[config.mk]
export PLATFORM = sky130hd
export DESIGN_NAME = hostcmd_queue
export DESIGN_NICKNAME = d
export VERILOG_FILES = /design/src/rtl/hcq_pkg.sv /design/src/rtl/hcq_wr_sync.sv /design/src/rtl/hcq_framer.sv /design/src/rtl/hcq_fifo.sv /design/src/rtl/hostcmd_queue.sv
export SDC_FILE = /design/constraint.sdc
export NUM_CORES = 1
export LEC_CHECK = 0
export ABC_CLOCK_PERIOD_IN_PS = 5100
export BUFFER_PORTS_ARGS = -buffer_cell sky130_fd_sc_hd__buf_2
export CAP_MARGIN = 20
export CORE_AREA = 2 2 312 345
export CTS_CLUSTER_SIZE = 10
export DETAILED_ROUTE_END_ITERATION = 10
export DIE_AREA = 0 0 314 347
export GPL_ROUTABILITY_DRIVEN = 0
export PLACE_DENSITY = 0.47
export SYNTH_ARGS = -nofsm -noshare
export SYNTH_HDL_FRONTEND = slang
export SYNTH_SLANG_ARGS = --single-unit
[constraint.sdc]
create_clock -name clk -period 5.1 [get_ports clk]
set_input_delay 0.51 -clock clk [delete_from_list [all_inputs] [get_ports clk]]
set_output_delay 0.51 -clock clk [all_outputs]
set_load 0.02 [all_outputs]
[src/rtl/hcq_pkg.sv]
package hcq_pkg;

   typedef enum logic [3:0] {
      CL_DATA   = 4'd0,
      CL_FLUSH  = 4'd1,
      CL_START  = 4'd2,
      CL_STOP   = 4'd3,
      CL_RATE   = 4'd4,
      CL_STATUS = 4'd5,
      CL_MXMIT  = 4'd6,
      CL_MRECV  = 4'd7,
      CL_CONFIG = 4'd8,
      CL_SLADDR = 4'd9,
      CL_RSVD   = 4'd10
   } op_class_e;

   // Highest set bit of an opcode selects its class.
   function automatic op_class_e classify(input logic [7:0] b);
      op_class_e c;
      if (b[7])      c = CL_SLADDR;
      else if (b[6]) c = CL_CONFIG;
      else if (b[5]) c = CL_MRECV;
      else if (b[4]) c = CL_MXMIT;
      else if (b[3]) c = CL_STATUS;
      else if (b[2]) c = CL_RATE;
      else begin
         case (b[1:0])
            2'd0:    c = CL_FLUSH;
            2'd1:    c = CL_RSVD;
            2'd2:    c = CL_START;
            default: c = CL_STOP;
         endcase
      end
      return c;
   endfunction

endpackage

[src/rtl/hcq_wr_sync.sv]
module hcq_wr_sync #(
   parameter int SYNC_STAGES = 2,
   parameter int DW          = 8
) (
   input  logic          clk,
   input  logic          rst_n,
   input  logic [DW-1:0] data_i,
   input  logic          cs_n_i,
   input  logic          wr_n_i,
   output logic          evt_o,
   output logic [DW-1:0] byte_o
);

   logic [SYNC_STAGES-1:0] wr_sh;
   logic [SYNC_STAGES-1:0] cs_sh;
   logic [DW-1:0]          dat_sh [SYNC_STAGES];
   logic                   wr_d;
   logic                   cs_d;
   logic [DW-1:0]          dat_d;

   for (genvar i = 0; i < SYNC_STAGES; i++) begin : g_stage
      if (i == 0) begin : g_first
         always_ff @(posedge clk or negedge rst_n) begin
            if (!rst_n) begin
               wr_sh[0]  <= 1'b1;
               cs_sh[0]  <= 1'b1;
               dat_sh[0] <= '0;
            end else begin
               wr_sh[0]  <= wr_n_i;
               cs_sh[0]  <= cs_n_i;
               dat_sh[0] <= data_i;
            end
         end
      end else begin : g_next
         always_ff @(posedge clk or negedge rst_n) begin
            if (!rst_n) begin
               wr_sh[i]  <= 1'b1;
               cs_sh[i]  <= 1'b1;
               dat_sh[i] <= '0;
            end else begin
               wr_sh[i]  <= wr_sh[i-1];
               cs_sh[i]  <= cs_sh[i-1];
               dat_sh[i] <= dat_sh[i-1];
            end
         end
      end
   end

   always_ff @(posedge clk or negedge rst_n) begin
      if (!rst_n) begin
         wr_d  <= 1'b1;
         cs_d  <= 1'b1;
         dat_d <= '0;
      end else begin
         wr_d  <= wr_sh[SYNC_STAGES-1];
         cs_d  <= cs_sh[SYNC_STAGES-1];
         dat_d <= dat_sh[SYNC_STAGES-1];
      end
   end

   // Strobe returns high while the aligned chip select is still low.
   assign evt_o  = wr_sh[SYNC_STAGES-1] & ~wr_d & ~cs_d;
   assign byte_o = dat_d;

endmodule

[src/rtl/hcq_framer.sv]
module hcq_framer
   import hcq_pkg::*;
(
   input  logic       clk,
   input  logic       rst_n,
   input  logic       evt_i,
   input  logic [7:0] byte_i,
   input  logic       full_i,
   output logic       push_o,
   output logic       push_op_o,
   output logic       flush_o,
   output logic       ovf_o,
   output logic       hold_o,
   output logic [1:0] rate_o,
   output logic [4:0] cfg_o,
   output logic [6:0] saddr_o
);

   logic [4:0] pay_left;
   logic       at_op;
   op_class_e  cls;

   assign at_op     = (pay_left == 5'd0);
   assign cls       = classify(byte_i);
   assign flush_o   = evt_i & at_op & (cls == CL_FLUSH);
   assign push_o    = evt_i & ~flush_o & ~full_i;
   assign ovf_o     = evt_i & ~flush_o & full_i;
   assign push_op_o = at_op;
   assign hold_o    = ~at_op;

   always_ff @(posedge clk or negedge rst_n) begin
      if (!rst_n) begin
         pay_left <= '0;
         rate_o   <= '0;
         cfg_o    <= '0;
         saddr_o  <= '0;
      end else if (push_o) begin
         if (at_op) begin
            case (cls)
               CL_MXMIT:  pay_left <= {1'b0, byte_i[3:0]} + 5'd1;
               CL_RATE:   rate_o   <= byte_i[1:0];
               CL_CONFIG: cfg_o    <= byte_i[4:0];
               CL_SLADDR: saddr_o  <= byte_i[6:0];
               default:   ;
            endcase
         end else begin
            pay_left <= pay_left - 5'd1;
         end
      end
   end

endmodule

[src/rtl/hcq_fifo.sv]
module hcq_fifo #(
   parameter int DEPTH   = 80,
   parameter int DW      = 8,
   parameter int BAND_HI = 40,
   parameter int BAND_LO = 20
) (
   input  logic          clk,
   input  logic          rst_n,
   input  logic          clr_i,
   input  logic          push_i,
   input  logic          push_op_i,
   input  logic [DW-1:0] din_i,
   input  logic          pop_i,
   output logic          valid_o,
   output logic [DW-1:0] dout_o,
   output logic          dout_op_o,
   output logic          full_o,
   output logic [1:0]    fill_code_o
);

   localparam int AW = (DEPTH > 1) ? $clog2(DEPTH) : 1;
   localparam int CW = $clog2(DEPTH + 1);

   logic [DW:0]   mem [DEPTH];
   logic [AW-1:0] wr_ptr;
   logic [AW-1:0] rd_ptr;
   logic [CW-1:0] count;
   logic [CW-1:0] free;
   logic          do_pop;

   function automatic logic [AW-1:0] nxt(input logic [AW-1:0] p);
      return (p == AW'(DEPTH - 1)) ? '0 : p + AW'(1);
   endfunction

   assign do_pop  = pop_i & valid_o;
   assign valid_o = (count != '0);
   assign full_o  = (count == CW'(DEPTH));
   assign free    = CW'(DEPTH) - count;

   always_ff @(posedge clk or negedge rst_n) begin
      if (!rst_n) begin
         wr_ptr <= '0;
         rd_ptr <= '0;
         count  <= '0;
      end else if (clr_i) begin
         wr_ptr <= '0;
         rd_ptr <= '0;
         count  <= '0;
      end else begin
         if (push_i) wr_ptr <= nxt(wr_ptr);
         if (do_pop) rd_ptr <= nxt(rd_ptr);
         count <= count + CW'(push_i) - CW'(do_pop);
      end
   end

   always_ff @(posedge clk) begin
      if (push_i && !clr_i) mem[wr_ptr] <= {push_op_i, din_i};
   end

   assign dout_o    = valid_o ? mem[rd_ptr][DW-1:0] : '0;
   assign dout_op_o = valid_o & mem[rd_ptr][DW];

   always_comb begin
      if (free >= CW'(BAND_HI))      fill_code_o = 2'd0;
      else if (free >= CW'(BAND_LO)) fill_code_o = 2'd1;
      else if (free != '0)           fill_code_o = 2'd2;
      else                           fill_code_o = 2'd3;
   end

endmodule

[src/rtl/hostcmd_queue.sv]
module hostcmd_queue
   import hcq_pkg::*;
#(
   parameter int DEPTH       = 80,
   parameter int BAND_HI     = 40,
   parameter int BAND_LO     = 20,
   parameter int SYNC_STAGES = 2
) (
   input  logic       clk,
   input  logic       rst_n,
   input  logic [7:0] host_d_i,
   input  logic       host_cs_n_i,
   input  logic       host_wr_n_i,
   input  logic       pop_i,
   output logic       q_valid_o,
   output logic [7:0] q_byte_o,
   output logic       q_is_op_o,
   output logic [3:0] q_class_o,
   output logic [1:0] fill_code_o,
   output logic       overflow_o,
   output logic       flush_o,
   output logic       irq_hold_o,
   output logic [1:0] rate_o,
   output logic [4:0] cfg_o,
   output logic [6:0] slave_addr_o
);

   if (SYNC_STAGES < 1 || BAND_LO < 1 || BAND_LO >= BAND_HI || BAND_HI > DEPTH) begin : g_bad_cfg
      $error("hostcmd_queue: inconsistent DEPTH/BAND/SYNC parameters");
   end

   logic       wr_evt;
   logic [7:0] wr_byte;
   logic       push;
   logic       push_op;
   logic       flush_now;
   logic       ovf_now;
   logic       q_full;

   hcq_wr_sync #(.SYNC_STAGES(SYNC_STAGES), .DW(8)) u_sync (
      .clk    (clk),
      .rst_n  (rst_n),
      .data_i (host_d_i),
      .cs_n_i (host_cs_n_i),
      .wr_n_i (host_wr_n_i),
      .evt_o  (wr_evt),
      .byte_o (wr_byte)
   );

   hcq_framer u_framer (
      .clk       (clk),
      .rst_n     (rst_n),
      .evt_i     (wr_evt),
      .byte_i    (wr_byte),
      .full_i    (q_full),
      .push_o    (push),
      .push_op_o (push_op),
      .flush_o   (flush_now),
      .ovf_o     (ovf_now),
      .hold_o    (irq_hold_o),
      .rate_o    (rate_o),
      .cfg_o     (cfg_o),
      .saddr_o   (slave_addr_o)
   );

   hcq_fifo #(.DEPTH(DEPTH), .DW(8), .BAND_HI(BAND_HI), .BAND_LO(BAND_LO)) u_fifo (
      .clk         (clk),
      .rst_n       (rst_n),
      .clr_i       (flush_now),
      .push_i      (push),
      .push_op_i   (push_op),
      .din_i       (wr_byte),
      .pop_i       (pop_i),
      .valid_o     (q_valid_o),
      .dout_o      (q_byte_o),
      .dout_op_o   (q_is_op_o),
      .full_o      (q_full),
      .fill_code_o (fill_code_o)
   );

   assign q_class_o = q_is_op_o ? classify(q_byte_o) : CL_DATA;

   always_ff @(posedge clk or negedge rst_n) begin
      if (!rst_n) begin
         overflow_o <= 1'b0;
         flush_o    <= 1'b0;
      end else begin
         overflow_o <= ovf_now;
         flush_o    <= flush_now;
      end
   end

endmodule

Word-level counts from Yosys, hierarchy flattened
Memory sizes are Yosys's and may differ from the RTL's.
Index checks and enable logic that the tools add are counted.
Widths: inputs -> output; s select.
{ "word_totals": {"regBits": 72, "in_bits": 13, "ramBits": 720, "memories": 1, "out_inout_bits": 33} }
{ "op_classes": {"add_sub_neg": 7, "reduce_logical": 13, "eq_ne": 13, "muxes": 30, "bitwise": 14, "order_cmp": 2} }
{ "memory_table": {"columns": ["memory", "words", "width", "rd", "rd_ports_with_merged_regs", "write_ports", "line", "source"], "rows": [
  ["u_fifo.mem", 80, 9, 1, 0, 1, "hcq_fifo.sv:24", "logic [DW:0] mem [DEPTH];"]
]} }
{ "ops": {"columns": ["operator", "n"], "rows": [
  ["$mux 4", 13],
  ["$mux 7", 7],
  ["$pmux 4 s3", 2],
  ["$eq 7x7->1 const B", 3],
  ["$add 7x1->7 const B", 2],
  ["$reduce_bool 7->1", 2],
  ["$mux 5", 2],
  ["$and 1x1->1", 9],
  ["$reduce_and 3->1", 3],
  ["$eq 4x3->1 const B", 2],
  ["$eq 4x4->1 const B", 2],
  ["$mux 8", 1],
  ["$add 7x1->7", 1],
  ["$ge 7x5->1 const B", 1],
  ["$ge 7x6->1 const B", 1],
  ["$sub 7x1->7", 1],
  ["$sub 7x7->7 const A", 1],
  ["$add 4x1->5 const B", 1],
  ["$logic_not 5->1", 1],
  ["$not 1->1", 5],
  ["$sub 5x1->5 const B", 1],
  ["$eq 2x1->1 const B", 2],
  ["$eq 2x2->1 const B", 2],
  ["$eq 4x1->1 const B", 1],
  ["other kinds (8)", 13]
]} }

Depth between registers and ports, before layout
{ "depth": {"ltp_word": 16, "ltp_mapped": 21} }

Hierarchy
Synthesis repeated with hierarchy kept, for this count alone.
{ "unflattened": {"hier_cells": 1699, "hier_area_um2": 31737.9} }
{ "modules_own_cells": {"columns": ["mod", "cells_each", "seq_area_each_um2", "n_inst", "area_each_um2"], "rows": [
  ["hcq_fifo", 1551, 22146.2, 1, 29754.8],
  ["hcq_framer", 99, 475.5, 1, 1047.3],
  ["hcq_wr_sync", 31, 758.2, 1, 770.7],
  ["hostcmd_queue", 18, 50.0, 1, 165.2]
]} }

Worst setup path after synthesis
OpenSTA, ideal clock, no wires.
{ "synth_path": {"path_kind": "reg2reg", "from": "register u_sync.dat_d[1], in the netlist u_sync.byte_o[1]", "to": "register u_fifo.count[6]", "setup_slack_ps": 559, "t_arrival_ps": 4409, "synth_period_minus_slack_ps": 4541, "stages_incl_launch_ff": 21, "cell_sequence": "dfrtp_1 > inv_1 > ha_1 > o21bai_1 > a21oi_1 > o21bai_1 > a21oi_1 > and2_1 > inv_2 > ha_1 > inv_1 > ha_1 > inv_1 > fa_1 > o21bai_1 > a21oi_1 > nor2b_1 > nor2_1 > o21bai_1 > xnor2_1 > nor2_1"} }
{ "synth_between": {"elab_chain_len": 16} }
{ "synth_rtl": {"columns": ["item", "line", "source"], "rows": [
  ["from (decl)", "hcq_wr_sync.sv:19", "logic [DW-1:0] dat_d;"],
  ["from (signal assigned)", "hcq_wr_sync.sv:57", "dat_d <= dat_sh[SYNC_STAGES-1];"],
  ["$eq 2x2->1 (tied with other cells)", "hcq_pkg.sv:27", "case (b[1:0])"],
  ["$pmux 4 s3 *", "hcq_pkg.sv:27", null],
  ["$mux 4 *", "hcq_pkg.sv:25", "else if (b[2]) c = CL_RATE;"],
  ["$mux 4 *", "hcq_pkg.sv:24", "else if (b[3]) c = CL_STATUS;"],
  ["$mux 4 *", "hcq_pkg.sv:23", "else if (b[4]) c = CL_MXMIT;"],
  ["$mux 4 *", "hcq_pkg.sv:22", "else if (b[5]) c = CL_MRECV;"],
  ["$mux 4 *", "hcq_pkg.sv:21", "else if (b[6]) c = CL_CONFIG;"],
  ["$mux 4 *", "hcq_pkg.sv:20", "if (b[7]) c = CL_SLADDR;"],
  ["$eq 4x1->1 *", "hcq_framer.sv:25", "assign flush_o = evt_i & at_op & (cls == CL_FLUSH);"],
  ["$and 1x1->1 *", "hcq_framer.sv:25", null],
  ["$not 1->1", "hcq_framer.sv:26", "assign push_o = evt_i & ~flush_o & ~full_i;"],
  ["$and 1x1->1 (2 in a row)", "hcq_framer.sv:26", null],
  ["$add 7x1->7", "hcq_fifo.sv:52", "count <= count + CW'(push_i) - CW'(do_pop);"],
  ["$sub 7x1->7", "hcq_fifo.sv:52", null],
  ["$mux 7 *", "hcq_fifo.sv:45", "end else if (clr_i) begin"],
  ["to (signal assigned)", "hcq_fifo.sv:52", null],
  ["to (decl)", "hcq_fifo.sv:27", "logic [CW-1:0] count;"]
]} }
Mark *: on every way between the ends. The rest lies on a longest branch, timed or not.
A chain may end at the register's enable or synchronous reset.

Worst setup path in the final report
{ "layout_path": {"from": "register u_fifo.rd_ptr[0]", "to": "output port q_class_o[0]"} }
{ "layout_between": {"elab_chain_len": 11} }
{ "layout_rtl": {"columns": ["item", "line", "source"], "rows": [
  ["from (decl)", "hcq_fifo.sv:26", "logic [AW-1:0] rd_ptr;"],
  ["from (signal assigned)", "hcq_fifo.sv:51", "if (do_pop) rd_ptr <= nxt(rd_ptr);"],
  ["$mem_v2 80x9 *", null, null],
  ["$mux 8", "hcq_fifo.sv:60", "assign dout_o = valid_o ? mem[rd_ptr][DW-1:0] : '0;"],
  ["$eq 2x2->1 (tied with other cells)", "hcq_pkg.sv:27", null],
  ["$pmux 4 s3", "hcq_pkg.sv:27", null],
  ["$mux 4", "hcq_pkg.sv:25", null],
  ["$mux 4", "hcq_pkg.sv:24", null],
  ["$mux 4", "hcq_pkg.sv:23", null],
  ["$mux 4", "hcq_pkg.sv:22", null],
  ["$mux 4", "hcq_pkg.sv:21", null],
  ["$mux 4", "hcq_pkg.sv:20", null],
  ["$mux 4 *", "hostcmd_queue.sv:81", "assign q_class_o = q_is_op_o ? classify(q_byte_o) : CL_DATA;"],
  ["to (decl)", "hostcmd_queue.sv:18", "output logic [3:0] q_class_o,"]
]} }
Marks and branches as above.

==> summary.md <==
| Metric | Value |
|---|---|
| Status | finished, final reports clean |
| Routed length per placed instance | 25.8 um |
| Number of global-route vias before repair | 16551 |
| Yosys warning count | 0 |
| Netlist Area Pre-Place | 0.0314 sq mm |
| Critical path's slowest cell | dfrtp_4 |
| NumNets Final | 1793 |
| CP Max Fanout | 15 |
| RSZ-0062 raised after global routing | true |
| Area leader, netlist | edfxtp_1 |
| Total Power | 18.7 mW |
| Dpl hpwl | 50.5 mm |
| Critical Path Sink Type | output port |
| IO Port Bufs | 45 |
| Most common cell after layout, fill and taps aside | edfxtp_1 |
| Power Density | 510 mW/mm^2 |
| Fmax achieved | 202 MHz |
| Leakage | 11.9 nW |
| # setup viols final | 0 |
| Die ar. | 0.109 sq mm |
| First-pass GRT wire length | 119 mm |
| Ys async rst share | 0.0909 |
| Worst hold path class | primary input to async pin |
| Main synth FF type | edfxtp_1 |
| Clock Path Buffers | 3 |
| Total global-route track usage | 0.150 |
| Vias per inst | 4.98 |
| Mapped Nets | 1613 |
| Minimum clock period | 4960 ps |
| CTS buffer count | 90 |
| Post-Place Cell Area | 0.0338 sq mm |
| Critical Path AT | 4450 ps |
| Placed Instances | 3039 |
| Gate Count Post-Synth | 1579 |
| Initial antenna violation count | 1 |
| Initial core utilization | 0.299 |
| Most frequent cells in the layout | edfxtp_1 (720), mux4_2 (188), nor2_1 (121) |
| Slew headroom | 0.267 |
| Clock sink total | 792 |
| Fin. max-slew vios | 0 |
| Clk_lat worst skew | 640 ps |
| Number of flops mapped to enable cells by yosys | 720 |
| Layout Skew | 29.6 ps |
| # H-tree levels | 3 |
| Core area | 0.105 sq mm |
| Chip Height | 347 um |
| Distinct cells, synth | 70 |
| Syn Area/Cell | 19.9 sq um |
| Number of DRC markers in iteration 0 | 1416 |
| Worst-margin pin slew | 1100 ps |
| WP data required | 4590 ps |
| Max VDD drop | 546 uV |
| # IOs | 46 |
| First-pass detailed-route iteration total | 7 |
| # Max-Cap Violations | 0 |
| Gr ovfl total | 0 |
| Area Growth Syn to Fin | 16.8% |
| #FFs+latches synth | 792 |
| Final hold viol count | 0 |
| CTS tree | yes |
| Top cell type's share of synthesized area | 0.688 |
| Most used cell, CP | mux4_2 |
| Fin area | 0.0367 sq mm |
| Antenna Nets Post-Route | 0 |
| Clock power share | 0.305 |
| Routed vias | 15877 |
| Kind of critical path | flop to output port |
| CP max stage delay | 530 ps |
| Diode count | 0 |
| Fin crit share | 0.972 |
| Pint | 12.8 mW |
| Sw frac | 0.317 |
| Worst-path clk slew | 60 ps |
| Root buffer cell | clkbuf_16 |
| Fin cells | 3191 |
| WL final | 82.3 mm |
| Final core utilization | 0.349 |
| Sw power | 5.93 mW |
| Comb power frac | 0.290 |
| Synth area leaders | edfxtp_1 (69%), mux4_2 (13%), dfrtp_1 (5.3%) |
| Seq/Total Area, Yosys | 0.745 |
| Largest net degree at the start of global routing | 89 |
| Worst path cell trace | buf_16 > mux4_2 > mux4_2 > mux2i_1 > buf_4 > nor2_1 > a21oi_4 > o21ai_2 > nand2_1 > ha_1 > a21oi_1 > nor4bb_2 > o311ai_1 > a21oi_2 > buf_6 |
| Crit start category | flop |
| Layout cells sized above 1 | 0.285 |
| Die W | 314 um |
| Row Count | 125 |
| # DRC | 0 |
| Reg power frac | 0.405 |
[what timing repair did]
action,in CTS,in global routing
endpoints found under the setup margin,4,4
gates cloned,2,1
hold buffers,10,0
resized for setup,18,12
hold endpoints to repair,10,0
setup buffers,9,2
pin swaps,1,2
[cells in the mapped netlist (7+ instances only)]
library cell    n
a21oi_1        24
a22oi_1        20
a31oi_1         7
buf_1           9
buf_2          19
buf_4           8
buf_6           8
clkbuf_1       36
dfrtp_1        66
edfxtp_1      720
ha_1           20
inv_1          23
mux2_2         22
mux2i_1        41
mux4_2        188
nand2_1        45
nand3_1        26
nor2_1        122
nor2b_1        12
nor3_1         17
nor4_1          7
o21ai_0        18
or3_1           7
xnor2_1         9
[flip-flops by register name (all words and copies together) (netlist names)]
name	count
flush_o	1
u_fifo.wr_ptr	7
u_fifo.count	7
u_framer.pay_left	5
u_fifo.mem	720
u_sync.cs_d	1
u_framer.rate_o	2
u_sync.wr_d	1
u_framer.cfg_o	5
u_sync.wr_sh	2
u_sync.cs_sh	2
u_fifo.rd_ptr	7
u_sync.byte_o	8
u_framer.saddr_o	7
overflow_o	1
u_sync.dat_sh	16
[cell type report]
class,count,area (sq um)
clock buffers,122,2450
clock inverters,5,32.5
fillers,9827,68600
inverters,25,93.8
multi-input cells,680,7520
flip-flops and latches,792,23500
well taps,1397,1750
repair buffers,170,1410
[power by group through the flow]
| stage | Combinational [mW] | Clock (mW) | Sequential (mW) |
|---|---|---|---|
| 2_1_floorplan | 3.29 | 0 | 7.60 |
| 3_3_place_gp | 5.12 | 0 | 7.74 |
| 3_5_place_dp | 5.16 | 0 | 7.74 |
| 4_1_cts | 5.37 | 5.86 | 7.61 |
| 5_1_grt | 5.80 | 6.09 | 7.60 |
| 6_report | 5.43 | 5.70 | 7.58 |
[worst max-delay path, delay by kind of cell (launching register included)]
kind | cells | cell delay [ps]
DFF | 1 | 530
adders and majority gates | 1 | 250
and+or+nand+nor | 3 | 480
buffers and inverters | 3 | 530
muxes | 3 | 1190
AOI/OAI and AO/OA | 5 | 810
[path summary, 6_finish.rpt]
check	start	slack (ps)	to	cells past startpoint
worst max-delay path	u_fifo.rd_ptr[0]	140	q_class_o[0]	15
worst min-delay path	rst_n	30	u_fifo.count[0]	1
worst max register to register	u_sync.byte_o[0]	620	u_fifo.mem[15][4]	8
worst min register to register	u_sync.dat_sh[13]	330	u_sync.dat_sh[5]	0
max in group asynchronous	rst_n	4360	u_fifo.rd_ptr[2]	1
min in group clk	u_sync.dat_sh[13]	330	u_sync.dat_sh[5]	0
[routing by layer]
| metal | share of wire | global-route usage | up-vias |
|---|---|---|---|
| met5 | 0 | 0 | - |
| met4 | 0.025 | 0.0451 | 0 |
| met3 | 0.054 | 0.0270 | 121 |
| met2 | 0.49 | 0.249 | 480 |
| met1 | 0.43 | 0.202 | 8503 |
| li1 | - | - | 6773 |
[kinds of logic (layout without fill, tap and decap cells)]
family | Yosys count | in the layout | share of synthesized area
mux | 254 | 254 | 0.158
flops | 792 | 792 | 0.745
compound gates | 120 | 120 | 0.0263
fa+ha+maj | 21 | 21 | 0.00860
simple gates | 272 | 272 | 0.0404
buf+inv | 107 | 322 | 0.0174
xor+xnor | 13 | 13 | 0.00362
[stage by stage]
step | TNS [ps] | setup slack [ps] | hold slack [ps]
3_5_place_dp | 0 | 493 | 335
4_1_cts | 0 | 4.48 | 36.8
2_1_floorplan | 0 | 559 | 214
3_3_place_gp | 0 | 512 | 334
6_report | 0 | 141 | 32.3
5_1_grt | -0.163 | -0.163 | 87.9
(Power assumes the default switching activity.)
